--- src/rtl/dpot_pkg.sv ---
package dpot_pkg;
  localparam int BYTE_W = 8;
  localparam int VAL_W  = 6;
  localparam int PTR_W  = 2;
  localparam int CNT_W  = $clog2(BYTE_W);
  localparam int PAD_W  = BYTE_W - VAL_W;

  localparam logic [3:0] ID_TYPE  = 4'b0101;
  localparam logic [2:0] ID_FIXED = 3'b110;

  localparam logic [3:0] OP_STEP      = 4'b0010;
  localparam logic [3:0] OP_STATUS    = 4'b0101;
  localparam logic [3:0] OP_RD_WIPER  = 4'b1001;
  localparam logic [3:0] OP_WR_WIPER  = 4'b1010;
  localparam logic [3:0] OP_RD_REG    = 4'b1011;
  localparam logic [3:0] OP_WR_REG    = 4'b1100;
  localparam logic [3:0] OP_REG2WIPER = 4'b1101;
  localparam logic [3:0] OP_WIPER2REG = 4'b1110;

  typedef enum logic [2:0] {
    ST_IDLE, ST_ID, ST_INSTR, ST_WDATA, ST_RDATA, ST_STEP, ST_SKIP
  } phase_e;

  typedef enum logic [1:0] {SRC_WIPER, SRC_REG, SRC_STATUS} rdsrc_e;

  typedef struct packed {
    logic wiper_load;
    logic reg_load;
    logic reg_to_wiper;
    logic wiper_to_reg;
    logic step_up;
    logic step_down;
  } strobe_t;
endpackage

--- src/rtl/dpot_in_sync.sv ---
module dpot_in_sync #(
  parameter int             STAGES  = 2,
  parameter int             W       = 4,
  parameter logic [W-1:0]   RST_VAL = '0
) (
  input  logic         clk,
  input  logic         rst_n,
  input  logic [W-1:0] d,
  output logic [W-1:0] q
);
  logic [STAGES-1:0][W-1:0] chain_q;

  generate
    if (STAGES == 1) begin : g_single
      always_ff @(posedge clk or negedge rst_n) begin
        if (!rst_n) chain_q[0] <= RST_VAL;
        else        chain_q[0] <= d;
      end
    end else begin : g_multi
      always_ff @(posedge clk or negedge rst_n) begin
        if (!rst_n) chain_q <= {STAGES{RST_VAL}};
        else        chain_q <= {chain_q[STAGES-2:0], d};
      end
    end
  endgenerate

  assign q = chain_q[STAGES-1];
endmodule

--- src/rtl/dpot_sck_gate.sv ---
module dpot_sck_gate (
  input  logic clk,
  input  logic rst_n,
  input  logic sck_s,
  input  logic hold_s,
  input  logic cs_s,
  output logic rise,
  output logic fall,
  output logic paused
);
  logic sck_d_q;
  logic paused_q, paused_n;

  always_comb begin
    paused_n = paused_q;
    if (cs_s)                 paused_n = 1'b0;
    else if (!sck_s && !hold_s) paused_n = 1'b1;
    else if (!sck_s && hold_s)  paused_n = 1'b0;
  end

  always_ff @(posedge clk or negedge rst_n) begin
    if (!rst_n) begin
      sck_d_q  <= 1'b0;
      paused_q <= 1'b0;
    end else begin
      sck_d_q  <= sck_s;
      paused_q <= paused_n;
    end
  end

  assign rise   = sck_s & ~sck_d_q & ~paused_q & ~cs_s;
  assign fall   = ~sck_s & sck_d_q & ~paused_q & ~cs_s;
  assign paused = paused_q;

  // a pause cannot end while the serial clock is high
  a_r11_pause_persists: assert property (@(posedge clk) disable iff (!rst_n)
    (paused_q && sck_s && !cs_s) |=> paused_q);
endmodule

--- src/rtl/dpot_tx_shift.sv ---
module dpot_tx_shift #(
  parameter int W = 8
) (
  input  logic         clk,
  input  logic         rst_n,
  input  logic         load,
  input  logic [W-1:0] load_val,
  input  logic         shift,
  output logic         so
);
  logic [W-1:0] sh_q;
  logic         so_q;

  always_ff @(posedge clk or negedge rst_n) begin
    if (!rst_n) begin
      sh_q <= '0;
      so_q <= 1'b0;
    end else if (load) begin
      sh_q <= load_val;
    end else if (shift) begin
      so_q <= sh_q[W-1];
      sh_q <= {sh_q[W-2:0], 1'b0};
    end
  end

  assign so = so_q;

  // the serial output only moves on a falling serial clock
  a_r7_so_changes_on_fall: assert property (@(posedge clk) disable iff (!rst_n)
    !shift |=> $stable(so_q));
endmodule

--- src/rtl/dpot_spi_cmd.sv ---
module dpot_spi_cmd
  import dpot_pkg::*;
#(
  parameter int SYNC_STAGES = 2
) (
  input  logic             clk,
  input  logic             rst_n,
  input  logic             spi_sck,
  input  logic             spi_cs_n,
  input  logic             spi_mosi,
  input  logic             spi_hold_n,
  input  logic             addr_strap,
  output logic             spi_miso,
  output logic             spi_miso_en,
  input  logic [VAL_W-1:0] wiper_val,
  input  logic [VAL_W-1:0] reg_rdata,
  input  logic             wr_busy,
  output logic [PTR_W-1:0] reg_sel,
  output logic [VAL_W-1:0] wr_data,
  output logic             wiper_load,
  output logic             reg_load,
  output logic             reg_to_wiper,
  output logic             wiper_to_reg,
  output logic             step_up,
  output logic             step_down
);
  localparam logic [CNT_W-1:0] LAST_BIT = CNT_W'(BYTE_W - 1);

  logic cs_s, sck_s, si_s, hold_s;
  logic cs_d_q, cs_fall;
  logic rise, fall, paused;

  dpot_in_sync #(.STAGES(SYNC_STAGES), .W(4), .RST_VAL(4'b0001)) u_sync (
    .clk(clk), .rst_n(rst_n),
    .d({spi_cs_n, spi_sck, spi_mosi, spi_hold_n}),
    .q({cs_s, sck_s, si_s, hold_s})
  );

  dpot_sck_gate u_gate (
    .clk(clk), .rst_n(rst_n), .sck_s(sck_s), .hold_s(hold_s), .cs_s(cs_s),
    .rise(rise), .fall(fall), .paused(paused)
  );

  phase_e                 state_q, state_n;
  logic [CNT_W-1:0]       bitcnt_q, bitcnt_n;
  logic [BYTE_W-2:0]      sh_q, sh_n;
  logic [3:0]             op_q, op_n;
  logic [PTR_W-1:0]       ptr_q, ptr_n;
  logic                   ld_pend_q, ld_pend_n;
  rdsrc_e                 ld_src_q, ld_src_n;
  logic                   rd_act_q, rd_act_n;
  logic [VAL_W-1:0]       wdat_q, wdat_n;
  strobe_t                strb_q, strb_n;
  logic [BYTE_W-1:0]      rx_byte;
  logic                   tx_load;
  logic [BYTE_W-1:0]      tx_val;

  assign cs_fall = cs_d_q & ~cs_s;
  assign rx_byte = {sh_q, si_s};

  always_comb begin
    unique case (ld_src_q)
      SRC_WIPER: tx_val = {{PAD_W{1'b0}}, wiper_val};
      SRC_REG:   tx_val = {{PAD_W{1'b0}}, reg_rdata};
      default:   tx_val = {{(BYTE_W-1){1'b0}}, wr_busy};
    endcase
  end

  always_comb begin
    state_n   = state_q;
    bitcnt_n  = bitcnt_q;
    sh_n      = sh_q;
    op_n      = op_q;
    ptr_n     = ptr_q;
    ld_pend_n = ld_pend_q;
    ld_src_n  = ld_src_q;
    rd_act_n  = rd_act_q;
    wdat_n    = wdat_q;
    strb_n    = '0;
    tx_load   = 1'b0;
    if (cs_s) begin
      state_n   = ST_IDLE;
      bitcnt_n  = '0;
      ld_pend_n = 1'b0;
      rd_act_n  = 1'b0;
    end else if (cs_fall) begin
      state_n   = ST_ID;
      bitcnt_n  = '0;
      ld_pend_n = 1'b0;
      rd_act_n  = 1'b0;
    end else begin
      if (ld_pend_q) begin
        tx_load   = 1'b1;
        ld_pend_n = 1'b0;
        rd_act_n  = 1'b1;
      end
      if (rise) begin
        unique case (state_q)
          ST_ID, ST_INSTR, ST_WDATA, ST_RDATA: begin
            sh_n     = rx_byte[BYTE_W-2:0];
            bitcnt_n = bitcnt_q + 1'b1;
            if (bitcnt_q == LAST_BIT) begin
              unique case (state_q)
                ST_ID: begin
                  if (rx_byte == {ID_TYPE, ID_FIXED, addr_strap}) state_n = ST_INSTR;
                  else                                            state_n = ST_SKIP;
                end
                ST_INSTR: begin
                  op_n    = rx_byte[7:4];
                  ptr_n   = rx_byte[3:2];
                  state_n = ST_SKIP;
                  unique case (rx_byte[7:4])
                    OP_RD_WIPER: begin ld_pend_n = 1'b1; ld_src_n = SRC_WIPER;  state_n = ST_RDATA; end
                    OP_RD_REG:   begin ld_pend_n = 1'b1; ld_src_n = SRC_REG;    state_n = ST_RDATA; end
                    OP_STATUS:   begin ld_pend_n = 1'b1; ld_src_n = SRC_STATUS; state_n = ST_RDATA; end
                    OP_WR_WIPER, OP_WR_REG: state_n = ST_WDATA;
                    OP_REG2WIPER: strb_n.reg_to_wiper = 1'b1;
                    OP_WIPER2REG: strb_n.wiper_to_reg = 1'b1;
                    OP_STEP:      state_n = ST_STEP;
                    default: ;
                  endcase
                end
                ST_WDATA: begin
                  wdat_n  = rx_byte[VAL_W-1:0];
                  state_n = ST_SKIP;
                  if (op_q == OP_WR_WIPER) strb_n.wiper_load = 1'b1;
                  else                     strb_n.reg_load   = 1'b1;
                end
                default: state_n = ST_SKIP;
              endcase
            end
          end
          ST_STEP: begin
            if (si_s) strb_n.step_up   = 1'b1;
            else      strb_n.step_down = 1'b1;
          end
          default: ;
        endcase
      end
    end
  end

  always_ff @(posedge clk or negedge rst_n) begin
    if (!rst_n) begin
      cs_d_q    <= 1'b0;
      state_q   <= ST_IDLE;
      bitcnt_q  <= '0;
      sh_q      <= '0;
      op_q      <= '0;
      ptr_q     <= '0;
      ld_pend_q <= 1'b0;
      ld_src_q  <= SRC_WIPER;
      rd_act_q  <= 1'b0;
      wdat_q    <= '0;
      strb_q    <= '0;
    end else begin
      cs_d_q    <= cs_s;
      state_q   <= state_n;
      bitcnt_q  <= bitcnt_n;
      sh_q      <= sh_n;
      op_q      <= op_n;
      ptr_q     <= ptr_n;
      ld_pend_q <= ld_pend_n;
      ld_src_q  <= ld_src_n;
      rd_act_q  <= rd_act_n;
      wdat_q    <= wdat_n;
      strb_q    <= strb_n;
    end
  end

  dpot_tx_shift #(.W(BYTE_W)) u_tx (
    .clk(clk), .rst_n(rst_n), .load(tx_load), .load_val(tx_val),
    .shift(fall & rd_act_q), .so(spi_miso)
  );

  assign spi_miso_en  = rd_act_q & ~cs_s;
  assign reg_sel      = ptr_q;
  assign wr_data      = wdat_q;
  assign wiper_load   = strb_q.wiper_load;
  assign reg_load     = strb_q.reg_load;
  assign reg_to_wiper = strb_q.reg_to_wiper;
  assign wiper_to_reg = strb_q.wiper_to_reg;
  assign step_up      = strb_q.step_up;
  assign step_down    = strb_q.step_down;

  // strobes are mutually exclusive
  a_r13_strobe_onehot: assert property (@(posedge clk) disable iff (!rst_n)
    $onehot0(strb_q));

  // a strobe is only issued from a cycle with select low
  a_r12_strobe_needs_cs: assert property (@(posedge clk) disable iff (!rst_n)
    (|strb_q) |-> !$past(cs_s));

  // step strobes only come from the stepping phase
  a_r9_step_from_step_phase: assert property (@(posedge clk) disable iff (!rst_n)
    (strb_q.step_up || strb_q.step_down) |-> $past(state_q == ST_STEP));

  // while paused the receive shifter and bit count hold
  a_r11_pause_freezes: assert property (@(posedge clk) disable iff (!rst_n)
    (paused && !cs_s && !cs_fall) |=> ($stable(bitcnt_q) && $stable(sh_q)));

  // the output is only driven in a read phase
  a_r10_drive_in_read: assert property (@(posedge clk) disable iff (!rst_n)
    spi_miso_en |-> (state_q == ST_RDATA || state_q == ST_SKIP));

  // no transaction starts without a falling select
  a_r1_idle_until_cs_fall: assert property (@(posedge clk) disable iff (!rst_n)
    (state_q == ST_IDLE && !cs_fall) |=> state_q == ST_IDLE);
endmodule

--- config.mk ---
export PLATFORM = sky130hd
export DESIGN_NAME = dpot_spi_cmd
export DESIGN_NICKNAME = d
export VERILOG_FILES = /design/src/rtl/dpot_pkg.sv /design/src/rtl/dpot_in_sync.sv /design/src/rtl/dpot_sck_gate.sv /design/src/rtl/dpot_tx_shift.sv /design/src/rtl/dpot_spi_cmd.sv
export SDC_FILE = /design/constraint.sdc
export NUM_CORES = 1
export LEC_CHECK = 0
export BUFFER_PORTS_ARGS = -buffer_cell sky130_fd_sc_hd__buf_4
export CORE_ASPECT_RATIO = 0.9
export CORE_MARGIN = 2
export CORE_UTILIZATION = 56
export DETAILED_ROUTE_END_ITERATION = 12
export PLACE_DENSITY = 0.91
export SLEW_MARGIN = 10
export SYNTH_ARGS = -nofsm -noshare
export SYNTH_HDL_FRONTEND = slang
export SYNTH_SLANG_ARGS = --single-unit
--- constraint.sdc ---
create_clock -name clk -period 2.3 [get_ports clk]
set_input_delay 0.345 -clock clk [delete_from_list [all_inputs] [get_ports clk]]
set_output_delay 0.345 -clock clk [all_outputs]
set_load 0.01 [all_outputs]
==> qor.yml, run 1 <==
ios: 36
synth-main-ff-cell: "dfrtp_1"
worstMarginPinSlew_ps: 645.5
die_w_um: 72.52
fin_nets: 250
ant_nets: 0
ctsResizeCount: 0
grtUsageMet2: 0.3005
largest_reg_flops: 8
rr_worst_depth: 6
grtUsageMet1: 0.2645
drv_slew: 0
hp-class: "input pin to async pin"
die_area_sq_mm: 0.004762
syn_nets: 216
ys_ff_latch: 55
antenna_found_initial: 0
syn_avg_cell_area_sq_um: 12.20
die-height_um: 65.67
rsz0062_at_grt: "false"
worstReg2RegEnd: "wr_data[0]$_DFFE_PN0P_"
coreArea_sq_mm: 0.004074
rr_startpoint: "bitcnt_q[1]$_DFFE_PN0P_"
ir_worst_vdd_mv: 0.5178
p_per_area_mw_per_mm2: 577.6
required_ps: 2500
grt_start_max_net_pins: 56
track_usage: 0.1970
critPathLaunch: "bitcnt_q[1]$_DFFE_PN0P_"
viasPerCell: 5.711
place_congestion: 0.8273
drcViolationCount: 0
antenna_cells: 0
hold_buffers: 0
reg2reg_slack_ps: 360
synth-seq-area-share: 0.5828
largest_register: "u_tx.sh_q"
max_cap_viol_count: 0
synth.distinct_cells: 45
cts_made_buffers: 5
gr-total-overflow: 0
synth_edf_count: 0
yosys_warnings: 0
num_vias: 1582
wire_per_inst_um: 14.82
grt_pass1_wl_mm: 6.920
cp.arrival_ps: 2130
busiest_layer: "met2"
hold_ws_ps: 53.80
post-dp-hpwl_mm: 2.912
first_pass_iters: 4
setup_tns_ps: 0
min_period_ps: 1938
clk_pin_slew_ps: 80
start_util: 0.5808
crit_type: "flip-flop to flip-flop"
first_iter_violations: 134
gr-usage-met3: 0.06595
status: "finished, final reports clean"
critPathCaptureType: "flip-flop"
async_flop_share: 1.000
relSlewSlack: 0.5696
clock_latency_ps: 310
syn_inst: 194
setup.worst_path.start_class: "flip-flop"
clock_skew_ps: 9.451
setup_viol: 0
cts_tree: "built"
leakagePower_uw: 0.001379
rows: 22
drive_gt1_frac: 0.3188
cts_num_sinks: 55
synth_area_sq_mm: 0.002366
crit_end: "wr_data[0]$_DFFE_PN0P_"
cts_max_level: 2
drt-total-wl_mm: 4.105
cts_buffer_depth: 2
areaGrowthSynthToFinish_pct: 15.65
post-cts-setup-buffer-count: 0
path_max_fanout: 8
timing.final.crit_share: 0.8427
finalHoldViolCount: 0
grt_pass1_vias: 1486
ctsRootBufferMaster: "clkbuf_8"
port_buffers: 35
max_freq_mhz: 515.9
[metal layers]
metal	routed length [um]	vias to the layer above	part of all wire
li1	-	755	-
met1	1930	781	0.47
met2	1888	40	0.46
met3	228	6	0.056
met4	57	0	0.014
met5	0	-	0
[logic make-up after synthesis]
group	Yosys count	share of synthesized area
AO/OA/AOI/OAI	26	0.07192
XOR/XNOR	4	0.01481
adder cells (fa/ha/maj)	2	0.01057
buffers and inverters	15	0.02855
flip-flops	55	0.5828
multiplexers	31	0.1423
AND/OR/NAND/NOR	61	0.1491
[cells in the mapped netlist, types with 3 or more instances]
master / count / area, sq um
buf_2: 3 / 15.01
clkbuf_1: 5 / 18.77
dfrtp_1: 53 / 1326
inv_1: 5 / 18.77
mux2_2: 21 / 236.5
mux2i_1: 10 / 100.1
nand2_1: 17 / 63.81
nand3_1: 3 / 15.01
nand4_1: 4 / 25.02
nor2_1: 14 / 52.55
nor2b_1: 3 / 18.77
nor4_1: 4 / 25.02
o21a_1: 3 / 22.52
o21ai_0: 7 / 35.03
o22ai_1: 5 / 31.28
xor2_1: 3 / 26.28
[critical path: stages, from the launching register on]
cell	delay [ps]
dfrtp_1	370
ha_1	160
ha_1	200
nor3b_1	260
and2_4	210
nand4b_2	260
mux2_2	360
[cell usage in the layout, fill, tap and decap left out, types with 2 or more instances in the layout]
master | Yosys | routed
dfrtp_1 | 53 | 53
buf_4 | 2 | 37
mux2_2 | 21 | 21
nand2_1 | 17 | 17
nor2_1 | 14 | 14
mux2i_1 | 10 | 10
o21ai_0 | 7 | 7
inv_1 | 5 | 5
o22ai_1 | 5 | 5
clkbuf_8 | 0 | 5
nor4_1 | 4 | 4
nand4_1 | 4 | 4
nor2b_1 | 3 | 3
o21a_1 | 3 | 3
nand3_1 | 3 | 3
xor2_1 | 3 | 3
nor3b_1 | 2 | 2
a21oi_1 | 2 | 2
ha_1 | 2 | 2
clkbuf_1 | 5 | 2
dfstp_2 | 2 | 2
[cell type report]
type | instances | area [sq um]
clock buffer | 7 | 76.32
multi-input combinational | 124 | 919.6
inverter | 5 | 18.77
timing repair buffer | 37 | 277.8
fill | 331 | 1338
tap | 48 | 60.06
sequential | 55 | 1379
clock inverter | 1 | 5.005
[through the flow]
stage	cell area, sq um	total power, uW	utilization	instances	setup WS (ps)
detailed placement	2655	1102	0.6517	269	372.2
global placement	2655	1099	0.6517	269	455.0
CTS	2736	1599	0.6717	277	354.3
floorplan	2366	1049	-	194	561.5
global route	2736	1658	0.6717	277	249.8
finish	2736	1580	0.6717	277	361.8
[power breakdown]
part	total [uW]	internal, uW	switching (uW)	leakage [uW]
registers	1010	986	19.9	0.000708
clock network	500	214	286	0.0000422
logic	74.6	38.0	36.7	0.000629
[how the worst min path moves through the flow]
| stage | start | end | slack, ps |
|---|---|---|---|
| after floorplan | rst_n | bitcnt_q[0]$_DFFE_PN0P_ | 50 |
| after global routing | rst_n | u_gate.paused$_DFFE_PN0P_ | 100 |
| after detailed placement | u_sync.chain_q[3]$_DFF_PN0_ | u_sync.q[3]$_DFF_PN0_ | 340 |
| after CTS | rst_n | u_gate.paused$_DFFE_PN0P_ | 80 |
| after global placement | u_sync.chain_q[1]$_DFF_PN0_ | u_sync.q[1]$_DFF_PN0_ | 330 |
| final | rst_n | u_gate.paused$_DFFE_PN0P_ | 50 |
Note: power is estimated with default switching activity, not from simulation.
==> run 2: changes to the inputs <==
Settings changed: CORE_UTILIZATION 56 to 50, PLACE_DENSITY 0.91 to 0.86.
Clock period 2.3 ns to 1.62 ns, I/O delays scaled along.
==> run 2 against run 1 <==
The run now ends with negative setup slack left; clock power increased by 44%; core utilization increased by 2.3 points; global-route usage decreased by 1.2 points.
==> qor.yml, run 2 (same netlist as run 1, synthesis figures left out) <==
final_cell_area_sq_mm: 0.003118
drcViolationCount: 0
critPathLaunch: "bitcnt_q[1]$_DFFE_PN0P_"
clk_pin_slew_ps: 90
placed_area_sq_mm: 0.002902
clock_skew_ps: 6.283
port_buffers: 35
mostFrequentLayoutCell: "buf_4"
drv_slew: 0
fin_ws_ps: -162.2
reg2reg_slack_ps: -160
viasPerCell: 5.506
relSlewSlack: 0.5484
wl_met3_um: 221
finalHoldViolCount: 0
start_util: 0.5270
cts_buffer_depth: 2
areaGrowthSynthToFinish_pct: 31.78
largest_reg_flops: 8
first_iter_violations: 169
ctsRootBufferMaster: "clkbuf_8"
wire_per_inst_um: 16.36
instances_no_fill: 318
wl_met1_mm: 2.274
rows: 23
fin_nets: 277
num_vias: 1751
max_cap_viol_count: 0
cts_tree: "built"
status: "finished with violations"
path_max_fanout: 7
rsz0062_at_grt: "true"
rr_worst_depth: 6
coreArea_sq_mm: 0.004489
min_period_ps: 1782
largest_register: "u_tx.sh_q"
track_usage: 0.1847
antenna_found_initial: 0
worstReg2RegEnd: "wr_data[5]$_DFFE_PN0P_"
maxUsedRoutingLayer: "met4"
drt-total-wl_mm: 5.202
grt_start_max_net_pins: 56
max_freq_mhz: 561.1
wl_met2_mm: 2.619
layout_common_cells: "59 x buf_4, 52 x dfrtp_1, 16 x nand2_1, 14 x nor2_1, 11 x mux2_4"
grt_pass1_wl_mm: 7.714
place_congestion: 0.8482
leakagePower_uw: 0.001567
die_w_um: 76.51
ant_nets: 0
ir_worst_vdd_mv: 0.5886
dp_cells: 303
die-height_um: 69.26
critPathCaptureType: "flip-flop"
grt_pass1_vias: 1682
place_ws_ps: -85.55
antenna_cells: 0
setup.worst_path.start_class: "flip-flop"
violations: "negative setup slack"
die_area_sq_mm: 0.005299
timing.final.crit_share: 1.100
totalPowerFinal_uw: 2292
cp.arrival_ps: 1980
gr-total-overflow: 0
fillers: 321
cts_num_sinks: 55
p_per_area_mw_per_mm2: 735.1
crit_end: "wr_data[5]$_DFFE_PN0P_"
worstMarginPinSlew_ps: 677.5
drive_gt1_frac: 0.4297
ios: 36
clock_latency_ps: 310
rr_startpoint: "bitcnt_q[1]$_DFFE_PN0P_"
cts_max_level: 2
setup_viol: 17
first_pass_iters: 4
post-dp-hpwl_mm: 3.315
cts_made_buffers: 5
crit_type: "flip-flop to flip-flop"
required_ps: 1820
hp-class: "input pin to flip-flop"
[run 2: layer usage]
metal | vias up | track usage
met1 | 879 | 0.2491
li1 | 811 | -
met5 | - | 0
met4 | 0 | 0.07273
met3 | 7 | 0.04036
met2 | 54 | 0.2940
[run 2: worst min path at each step]
stage	start	end	slack, ps	cells past startpoint
detailed placement	rst_n	u_sync.chain_q[2]$_DFF_PN0_	330	1
floorplan	rst_n	bitcnt_q[0]$_DFFE_PN0P_	-50	0
global placement	rst_n	u_sync.chain_q[2]$_DFF_PN0_	320	1
CTS	spi_mosi	u_sync.chain_q[1]$_DFF_PN0_	30	1
global route	spi_mosi	u_sync.chain_q[1]$_DFF_PN0_	20	1
finish	spi_mosi	u_sync.chain_q[1]$_DFF_PN0_	30	1
[run 2: cell type report]
class	instances	area (sq um)	area share
clock buffer	7	76.32	0.02448
clock inverter	1	5.005	0.001605
inverter	5	18.77	0.006019
multi-input combinational	124	1045	0.3351
sequential	55	1380	0.4426
tap	62	77.57	0.02488
timing repair buffer	64	515.5	0.1653
[run 2: stage by stage]
| stage | setup TNS, ps | hold WS, ps | util |
|---|---|---|---|
| after global placement | -333.1 | 319.6 | 0.6463 |
| after CTS | -849.4 | 30.26 | 0.6683 |
| after global routing | -2836 | 22.03 | 0.6945 |
| final | -2046 | 33.50 | 0.6945 |
| after detailed placement | -843.3 | 325.1 | 0.6463 |
| after floorplan | -112.2 | -52.59 | - |
[run 2: where the power goes]
group	switching, uW	internal, uW	total [uW]
sequential	28.8	1400	1430
clock	418	304	722
combinational	66.3	74.7	141
total	513	1780	2290
[run 2: worst max-delay path, stage by stage, from the launching register on]
cell and delay [ps]:
dfrtp_1 360, ha_2 190, ha_4 140, nor3b_4 230, and2_4 210, nand4b_4 200
mux2_4 350
[run 2: repair_timing]
| item | 4_1_cts | 5_1_grt |
|---|---|---|
| setup endpoints to repair | 14 | 23 |
| pin swaps | 1 | 4 |
| hold buffers | 1 | 0 |
| gates resized for setup | 0 | 19 |
| endpoints found under the hold margin | 53 | 0 |
| setup buffers | 1 | 5 |
==> run 3: changes to the inputs <==
Settings changed: SKIP_LAST_GASP set to 1.
==> run 3 against run 2 <==
The run still ends with negative setup slack left; hold slack barely moved; first-iteration DRC count fell by 0.59%; combinational power barely moved; count of clock-buffer cells in the layout did not move; die area did not move; routed wire length fell by 0.12%; non-clock buffer count did not move; setup slack improved by 5.2 ps; clock skew barely moved; sequential share of layout area did not move; total power barely moved; maximum frequency rose by 0.29%; critical endpoint unchanged; largest cell class unchanged; highest routed layer unchanged.
==> qor.yml, run 3 (same netlist as run 1, synthesis figures left out) <==
ir_worst_vdd_mv: 0.5886
worstMarginPinSlew_ps: 677.7
critical-path-top-delay-family: "simple AND/OR/NAND/NOR gates"
max_freq_mhz: 562.8
status: "finished with violations"
seqPwrFrac: 0.623
totalPowerFinal_uw: 2293
antenna_cells: 0
ctsRootBufferMaster: "clkbuf_8"
drt-total-wl_mm: 5.196
die_area_sq_mm: 0.005299
timing.final.crit_share: 1.097
final_cell_area_sq_mm: 0.003118
hold_ws_ps: 33.15
max_stage_delay_ps: 360
cellInternalPower_uw: 1779
cp_slowest_cell: "dfrtp_1"
cts_num_sinks: 55
rr_startpoint: "bitcnt_q[1]$_DFFE_PN0P_"
drv_slew: 0
grt_pass1_vias: 1682
cts_tree: "built"
cts_buffer_depth: 2
leakagePower_uw: 0.001567
cp_num_buf_inv: 0
num_vias: 1747
coreArea_sq_mm: 0.004489
placed_area_sq_mm: 0.002902
clk_pin_slew_ps: 90
areaGrowthSynthToFinish_pct: 31.78
viasPerCell: 5.494
post-dp-hpwl_mm: 3.315
p_sw_uw: 513.8
clock_power_share: 0.315
grt_start_max_net_pins: 56
drive_gt1_frac: 0.4297
p_per_area_mw_per_mm2: 735.4
ant_nets: 0
gr-total-overflow: 0
cp.arrival_ps: 1970
grt_pass1_wl_mm: 7.714
die_w_um: 76.51
die-height_um: 69.26
first_pass_iters: 4
antenna_found_initial: 0
start_util: 0.5270
setup_viol: 17
largest_reg_flops: 8
drcViolationCount: 0
cts_max_level: 2
place_congestion: 0.8482
pwr-share-comb: 0.062
ios: 36
first_iter_violations: 168
violations: "negative setup slack"
clock_latency_ps: 310
max_cap_viol_count: 0
min_period_ps: 1777
crit_type: "flip-flop to flip-flop"
largest_register: "u_tx.sh_q"
worstHoldStart: "spi_mosi"
crit_chain: "ha_2 -> ha_4 -> nor3b_4 -> and2_4 -> nand4b_4 -> mux2_4"
hp-class: "input pin to flip-flop"
required_ps: 1820
path_max_fanout: 7
rows: 23
finalHoldViolCount: 0
setup.worst_path.start_class: "flip-flop"
critPathLaunch: "bitcnt_q[1]$_DFFE_PN0P_"
p_sw_frac: 0.2241
cts_made_buffers: 5
fillers: 321
port_buffers: 35
rsz0062_at_grt: "true"
mostFrequentLayoutCell: "buf_4"
fin_nets: 277
setup_tns_ps: -1976
critPathCaptureType: "flip-flop"
wire_per_inst_um: 16.34
clock_skew_ps: 6.433
track_usage: 0.1847
relSlewSlack: 0.5482
fin_ws_ps: -157.0
layout_common_cells: "59 x buf_4, 52 x dfrtp_1, 16 x nand2_1, 14 x nor2_1, 11 x mux2_4"
## run 3: metal layers
| metal | part of all wire | track usage |
|---|---|---|
| met2 | 0.50 | 0.2940 |
| met3 | 0.043 | 0.04036 |
| met4 | 0.015 | 0.07273 |
| met5 | 0 | 0 |
| met1 | 0.44 | 0.2491 |
## run 3: final timing paths
path                                          endpoint  slack [ps]  depth (start not counted)
max                             wr_data[5]$_DFFE_PN0P_        -160                          6
max reg2reg                     wr_data[5]$_DFFE_PN0P_        -160                          6
max in group asynchronous        u_sync.q[3]$_DFF_PN0_         640                          2
min in group asynchronous        u_sync.q[3]$_DFF_PN0_         510                          2
min                        u_sync.chain_q[1]$_DFF_PN0_          30                          1
min reg2reg                      u_sync.q[2]$_DFF_PN0_         360                          0
## run 3: power by group through the flow
stage | Combinational [uW] | Sequential [uW] | Clock [uW]
after floorplan | 42.3 | 1450 | 0
after global routing | 157 | 1430 | 783
after detailed placement | 133 | 1450 | 0
after CTS | 136 | 1430 | 729
after global placement | 128 | 1450 | 0
final | 141 | 1430 | 723
## run 3: metrics by stage
step | setup WS, ps | instances | utilization
2_1_floorplan | -18.71 | 194 | -
3_3_place_gp | -31.48 | 303 | 0.6463
3_5_place_dp | -85.55 | 303 | 0.6463
4_1_cts | -83.56 | 313 | 0.6683
5_1_grt | -209.9 | 318 | 0.6945
6_report | -157.0 | 318 | 0.6945
## run 3: layout make-up
cell class | instances | area, sq um | share of cell area
Tap cell | 62 | 77.57 | 0.02488
Clock inverter | 1 | 5.005 | 0.001605
Sequential cell | 55 | 1380 | 0.4426
Inverter | 5 | 18.77 | 0.006019
Clock buffer | 7 | 76.32 | 0.02448
Multi-Input combinational cell | 124 | 1045 | 0.3351
Timing Repair Buffer | 64 | 515.5 | 0.1653
## run 3: repair_timing
| action | 4_1_cts | 5_1_grt |
|---|---|---|
| hold endpoints to repair | 53 | 0 |
| setup buffers | 1 | 5 |
| hold buffers | 1 | 0 |
| endpoints found under the setup margin | 14 | 23 |
| pin swaps | 1 | 3 |
| gates resized for setup | 0 | 19 |
